===== src/rtl/dac_regif_pkg.sv =====
package dac_regif_pkg;

    localparam int CODE_W   = 12;
    localparam int NUM_TMR  = 7;
    localparam int SEL_W    = 4;
    localparam int ADDR_W   = 6;
    localparam int BUS_W    = 32;
    localparam int NUM_CH   = 2;
    localparam int CH_SHIFT = 16;

    localparam logic [ADDR_W-1:0] OFF_CTRL   = 6'h00;
    localparam logic [ADDR_W-1:0] OFF_SWTRG  = 6'h04;
    localparam logic [ADDR_W-1:0] OFF_HOLD_A = 6'h08;
    localparam logic [ADDR_W-1:0] OFF_HOLD_B = 6'h14;
    localparam logic [ADDR_W-1:0] OFF_OUT_A  = 6'h2C;
    localparam logic [ADDR_W-1:0] OFF_OUT_B  = 6'h30;

    // Packed so that on = bit 0, trig_en = bit 1, src = bits 5:2.
    typedef struct packed {
        logic [SEL_W-1:0] src;
        logic             trig_en;
        logic             on;
    } chan_cfg_t;

    localparam int CFG_W = $bits(chan_cfg_t);

    function automatic logic [ADDR_W-1:0] hold_offset(int ch);
        return (ch == 0) ? OFF_HOLD_A : OFF_HOLD_B;
    endfunction

    function automatic logic [ADDR_W-1:0] out_offset(int ch);
        return (ch == 0) ? OFF_OUT_A : OFF_OUT_B;
    endfunction

    // Event selected by a channel's source field.
    function automatic logic trig_hit(chan_cfg_t c, logic sw,
                                      logic [NUM_TMR-1:0] rise);
        logic hit;
        hit = 1'b0;
        if (c.src == '0) begin
            hit = sw;
        end else begin
            for (int i = 0; i < NUM_TMR; i++) begin
                if (c.src == SEL_W'(i + 1)) hit = rise[i];
            end
        end
        return hit;
    endfunction

endpackage


===== src/rtl/dac_rise_detect.sv =====
module dac_rise_detect #(
    parameter int W = 7
) (
    input  logic         clk,
    input  logic         rst,
    input  logic [W-1:0] lvl,
    output logic [W-1:0] rise
);
    logic [W-1:0] prev_q;

    always_ff @(posedge clk) begin
        if (rst) prev_q <= '0;
        else     prev_q <= lvl;
    end

    assign rise = lvl & ~prev_q;
endmodule


===== src/rtl/dac_chan_slice.sv =====
module dac_chan_slice
    import dac_regif_pkg::*;
#(
    parameter int CW = CODE_W
) (
    input  logic               clk,
    input  logic               rst,
    input  chan_cfg_t          cfg,
    input  logic               hold_we,
    input  logic [CW-1:0]      hold_wdata,
    input  logic               sw_fire,
    input  logic [NUM_TMR-1:0] tmr_rise,
    output logic [CW-1:0]      hold_q,
    output logic [CW-1:0]      out_q
);
    logic load_out;

    always_comb begin
        load_out = cfg.on && (!cfg.trig_en || trig_hit(cfg, sw_fire, tmr_rise));
    end

    always_ff @(posedge clk) begin
        if (rst)          hold_q <= '0;
        else if (hold_we) hold_q <= hold_wdata;
    end

    always_ff @(posedge clk) begin
        if (rst)           out_q <= '0;
        else if (load_out) out_q <= hold_q;
    end
endmodule


===== src/rtl/dual_dac_regif.sv =====
module dual_dac_regif
    import dac_regif_pkg::*;
#(
    parameter int CW = CODE_W
) (
    input  logic               clk,
    input  logic               rst,
    input  logic [ADDR_W-1:0]  bus_addr,
    input  logic               bus_we,
    input  logic [BUS_W-1:0]   bus_wdata,
    output logic [BUS_W-1:0]   bus_rdata,
    input  logic [NUM_TMR-1:0] tmr_pulse,
    output logic [CW-1:0]      dac_code_a,
    output logic [CW-1:0]      dac_code_b
);
    chan_cfg_t          cfg_q  [NUM_CH];
    logic [NUM_CH-1:0]  sw_q;
    logic [NUM_TMR-1:0] tmr_rise;
    logic [CW-1:0]      hold_q [NUM_CH];
    logic [CW-1:0]      out_q  [NUM_CH];

    logic wr_ctrl, wr_sw;
    assign wr_ctrl = bus_we && (bus_addr == OFF_CTRL);
    assign wr_sw   = bus_we && (bus_addr == OFF_SWTRG);

    always_ff @(posedge clk) begin
        if (rst) begin
            for (int c = 0; c < NUM_CH; c++) cfg_q[c] <= '0;
        end else if (wr_ctrl) begin
            for (int c = 0; c < NUM_CH; c++)
                cfg_q[c] <= chan_cfg_t'(bus_wdata[c*CH_SHIFT +: CFG_W]);
        end
    end

    // One-shot bits: live for exactly one cycle unless rewritten.
    always_ff @(posedge clk) begin
        if (rst)        sw_q <= '0;
        else if (wr_sw) sw_q <= bus_wdata[NUM_CH-1:0];
        else            sw_q <= '0;
    end

    dac_rise_detect #(.W(NUM_TMR)) u_rise (
        .clk  (clk),
        .rst  (rst),
        .lvl  (tmr_pulse),
        .rise (tmr_rise)
    );

    for (genvar c = 0; c < NUM_CH; c++) begin : g_ch
        logic hold_we;
        assign hold_we = bus_we && (bus_addr == hold_offset(c));

        dac_chan_slice #(.CW(CW)) u_slice (
            .clk        (clk),
            .rst        (rst),
            .cfg        (cfg_q[c]),
            .hold_we    (hold_we),
            .hold_wdata (bus_wdata[CW-1:0]),
            .sw_fire    (sw_q[c]),
            .tmr_rise   (tmr_rise),
            .hold_q     (hold_q[c]),
            .out_q      (out_q[c])
        );
    end

    always_comb begin
        bus_rdata = '0;
        case (bus_addr)
            OFF_CTRL: begin
                for (int c = 0; c < NUM_CH; c++)
                    bus_rdata[c*CH_SHIFT +: CFG_W] = cfg_q[c];
            end
            OFF_SWTRG:  bus_rdata[NUM_CH-1:0] = sw_q;
            OFF_HOLD_A: bus_rdata[CW-1:0]     = hold_q[0];
            OFF_HOLD_B: bus_rdata[CW-1:0]     = hold_q[1];
            OFF_OUT_A:  bus_rdata[CW-1:0]     = out_q[0];
            OFF_OUT_B:  bus_rdata[CW-1:0]     = out_q[1];
            default:    bus_rdata = '0;
        endcase
    end

    assign dac_code_a = out_q[0];
    assign dac_code_b = out_q[1];
endmodule


===== config.mk =====
export PLATFORM = sky130hd
export DESIGN_NAME = dual_dac_regif
export DESIGN_NICKNAME = d
export VERILOG_FILES = /design/src/rtl/dac_regif_pkg.sv /design/src/rtl/dac_rise_detect.sv /design/src/rtl/dac_chan_slice.sv /design/src/rtl/dual_dac_regif.sv
export SDC_FILE = /design/constraint.sdc
export NUM_CORES = 1
export LEC_CHECK = 0
export BUFFER_PORTS_ARGS = -buffer_cell sky130_fd_sc_hd__buf_2
export CORE_MARGIN = 2
export CORE_UTILIZATION = 55
export DETAILED_ROUTE_END_ITERATION = 7
export PLACE_DENSITY = 0.85
export REMOVE_ABC_BUFFERS = 1
export SLEW_MARGIN = 0
export SYNTH_ARGS = -nofsm -noshare
export SYNTH_HDL_FRONTEND = slang
export SYNTH_SLANG_ARGS = --single-unit
export TNS_END_PERCENT = 50

===== constraint.sdc =====
create_clock -name clk -period 4.9 [get_ports clk]
set_clock_uncertainty 0.2 [all_clocks]
set_input_delay 0.98 -clock clk [delete_from_list [all_inputs] [get_ports clk]]
set_output_delay 0.98 -clock clk [all_outputs]
set_load 0.005 [all_outputs]

Word level (Yosys, flattened, before mapping)
Memory sizes are Yosys's and may differ from the RTL's.
Cells that the tools add are included.
{ "word_totals": {"n_memories": 1, "regBits": 57, "out_inout_bits": 56, "ram_bits": 12} }
{ "memory_table": {"columns": ["memory", "words", "word_bits", "rd", "rd_clocked_by_memory_dff", "write_ports", "line_no", "text"], "rows": [
  ["cfg_q", 2, 6, 2, 0, 2, "dual_dac_regif.sv:16", "chan_cfg_t cfg_q [NUM_CH];"]
]} }
{ "op_classes": {"eq_ne": 19, "bitwise": 5, "n_reduce_logical": 14, "n_mux": 27} }
{ "op_table": {"columns": ["op", "count"], "rows": [
  ["4-bit by 3-bit equality test with 1-bit output (second input constant)", 8],
  ["6-bit case mux with 4 select lines", 1],
  ["1-bit 2-to-1 mux", 21],
  ["4-bit case mux with 5 select lines", 1],
  ["6-bit 2-to-1 mux", 3],
  ["4-bit by 2-bit equality test with 1-bit output (second input constant)", 4],
  ["6-bit equality test (second input constant)", 2],
  ["2-bit case mux with 6 select lines", 1],
  ["4-bit by 1-bit equality test with 1-bit output (second input constant)", 2],
  ["4-bit logical NOT", 2],
  ["7-bit bitwise AND", 1],
  ["7-bit inverter", 1],
  ["6-bit by 3-bit equality test with 1-bit output (second input constant)", 1],
  ["6-bit by 4-bit equality test with 1-bit output (second input constant)", 1],
  ["6-bit by 5-bit equality test with 1-bit output (second input constant)", 1],
  ["1-bit logical AND", 6],
  ["6-bit logical NOT", 1],
  ["1-bit logical NOT", 2],
  ["1-bit logical OR", 2],
  ["1-bit bitwise OR", 2],
  ["2-bit OR reduction", 1],
  ["1-bit inverter", 1]
]} }

Depth between registers and ports, before layout
{ "logic_depth": {"ltp_word": 12, "depth_mapped": 7} }

By module
Synthesis repeated with hierarchy kept, for this count alone.
{ "hier_totals": {"hier_cells": 339, "area_unflattened_um2": 3438.3} }
{ "modules_own_cells": {"columns": ["mod", "instances", "area_per_inst_um2", "seq_area_each_um2", "cells_per_inst"], "rows": [
  ["dac_chan_slice", 2, 1059.8, 480.5, 100],
  ["dual_dac_regif", 1, 1091.0, 400.4, 118],
  ["dac_rise_detect", 1, 227.7, 140.1, 21]
]} }

Least setup slack after synthesis
OpenSTA, ideal clock, no wires.
{ "synth_path": {"path_type": "input to output", "startpoint": "in bus_addr[4]", "endpoint": "out bus_rdata[2]", "arrival_time_ns": 2.063, "path_stages": 5, "path_slack_ns": 1.657, "required_time_ns": 3.720, "n_path_buf": 1, "cell_sequence": "or4_4 > nor2b_2 > buf_2 > nand2_1 > nand3_1"} }
{ "synth_between": {"elab_chain_cells": 2} }
{ "synth_lines": {"columns": ["element", "line_no", "text"], "rows": [
  ["start, declared", "dual_dac_regif.sv:8", "input logic [ADDR_W-1:0] bus_addr,"],
  ["6-bit equality test, or another cell as far along", "dual_dac_regif.sv:68", "case (bus_addr)"],
  ["4-bit case mux with 5 select lines (*)", "dual_dac_regif.sv:68", null],
  ["end, declared", "dual_dac_regif.sv:11", "output logic [BUS_W-1:0] bus_rdata,"]
]} }
Every way passes the cells marked *; elsewhere a longest branch is shown, timed or not.

Worst setup path in the final report
{ "layout_path": {"startpoint": "in bus_addr[4]", "endpoint": "out bus_rdata[3]"} }
The elaborated chain is that of the path after synthesis.

==> impl_metrics.ini <==
[outcome]
status = finished, final reports clean

[timing]
setup_violations = 0
max_freq_mhz = 257
fin_crit_ns = 3.89
hold_viol = 0
setup_slack_ns = 1.01
tns_ns = 0
tightest_slew_ns = 1.22
period_share_pct = 79.4
relSlewSlack_pct = 18.6
slew_viol_final = 0
rsz0062_at_grt = false

[synth]
synth_warnings = 0
ys_async_sr_fraction_pct = 0
ys.flop_type = dfxtp_1
syn_area_per_cell_um2 = 9.02
synth_edf_count = 12
ys_seq_area_share_pct = 43.8
synthDistinctLibCells = 44
syn_inst = 380
ys_ff_latch = 69
syn-cell-area_mm2 = 0.00343

[final_layout]
fin_cells = 524
drive_gt1_share_pct = 23.2
final_common_cell = buf_2
layout_common_cells = buf_2, nand2_1, dfxtp_1
n_antenna_cell = 0
area_delta_synth_final_pct = 15.2
finalNetCount = 492
fill_cells = 490

[detailed_routing]
wl_per_cell_um = 15.5
drc = 0
via_count = 2906
drt_iter0_markers = 231
drt-pass1-iter-count = 5
wl_um = 8100
avgViaCountPerCell = 5.55
drtAntennaViolNets = 0

[setup_path]
startpoint_type = input port
path_class = input port to output port
r2r_start = cfg_q[0][8]
startpoint = bus_addr[4]
worstPathArrival_ns = 2.71
end_kind = output port
cp.required_ns = 3.72
crit_fanout = 13

[clock_network]
clock_latency_ns = 0.35
cts_tree = done
cts-root-buf = clkbuf_8
cts.sinks = 69
cts_hold_buffers = 0
cts_resized = 0
cts_htree_levels = 3
path_clk_slew_ns = 0.07
cts_setup_buffers = 0
numCtsBuffers = 9
clk_path_buf_depth = 2

[global_routing]
grt_pass1_vias = 2696
antenna_found_initial = 0
grt_overflow = 0
grt_use_total_pct = 23.2
grt_max_degree = 44
grt_pass1_wl_um = 12900

[floorplan]
fp-row-count = 28
die_area_mm2 = 0.00688
die_x_um = 83.0
top_level_ports = 104
start_util_pct = 57.6
die_height_um = 83.0
core_mm2 = 0.00596

[worst_hold_path]
hold_class = register to register
min_from = g_ch[1].u_slice.hold_q[7]

[placement]
placedCellCount = 508
io_buffers = 75
place_ws_ns = 1.04
dp_hpwl_um = 5330
place.gp.congestion = 0.796

[power]
leakage_nw = 1.66
power.density_mw_per_mm2 = 295
vdd_drop_max_uv = 176

[flow_run]
cap_violations = 0
-- critical path, cell delays in order --
cell	delay, ns
buf_2	0.12
or4_4	0.58
nor2b_2	0.45
buf_4	0.30
nand2_1	0.07
nand3_1	0.09
buf_2	0.12
-- per-stage QoR --
stage          utilization [%]  power (mW)  area (um2)  hold WS, ns
4_1_cts                   66.3        1.16        3950        0.273
3_3_place_gp              62.7       0.688        3730        0.256
6_report                  66.3        1.17        3950        0.273
5_1_grt                   66.3        1.20        3950        0.297
3_5_place_dp              62.7       0.690        3730        0.263
2_1_floorplan                -       0.648        3220        0.239
-- state kept, by name, indices dropped and copies added, names as in the netlist --
name,flops
cfg_q,12
g_ch.u_slice.hold_q,24
g_ch.u_slice.out_q,24
sw_q,2
u_rise.prev_q,7
-- kinds of logic after synthesis --
| group | after synthesis | synth area share, % |
|---|---|---|
| compound gates | 56 | 11.4 |
| buf+inv | 46 | 8.14 |
| flops | 69 | 43.8 |
| mux | 26 | 7.59 |
| other cells | 1 | 0.109 |
| simple gates | 182 | 29.0 |
-- worst paths after layout --
path                               end  slack [ns]  depth (start not counted)
max                       bus_rdata[3]        1.01                          7
min          g_ch[1].u_slice.hold_q[7]        0.27                          2
max reg2reg   g_ch[1].u_slice.out_q[1]        2.41                          5
min reg2reg  g_ch[1].u_slice.hold_q[7]        0.27                          2
-- cell usage after synthesis, types with 2 or more instances --
library cell	number	area share (%)
a211oi_1	3	0.66
a21oi_1	27	3.9
a222oi_1	11	3.2
a31oi_1	2	0.36
and2_1	21	3.8
buf_2	6	0.88
buf_4	16	3.5
buf_6	3	0.99
clkbuf_1	14	1.5
dfxtp_1	57	33
edfxtp_1	12	11
inv_1	6	0.66
mux2i_1	26	7.6
nand2_1	65	7.1
nand2b_1	49	8.9
nand3_1	16	2.3
nand3b_1	3	0.66
nor2_1	3	0.33
nor2b_1	11	2.0
nor3_1	2	0.29
nor3b_1	2	0.44
o211ai_1	2	0.44
o21ai_0	2	0.29
-- power by group --
part           switching, mW  internal [mW]  total [mW]
clock                  0.212          0.274       0.486
sequential           0.00935          0.586       0.595
combinational         0.0474         0.0364      0.0838
-- area by class of cell --
type	count	area, um2	share of cell area, %
tap	75	93.8	2.38
clock buffer	15	209	5.29
multi-input combinational	278	1700	43.1
sequential	69	1500	38.0
timing repair buffer	80	413	10.5
inverter	6	22.5	0.570
clock inverter	1	6.26	0.158
-- layer usage --
layer	global-route usage (%)	vias up	wire [um]
li1	-	1398	-
met1	29.4	1383	3410
met2	38.3	108	3990
met3	3.38	17	495
met4	11.9	0	206
met5	0	-	0
Note: power is estimated with default switching activity, not from simulation.
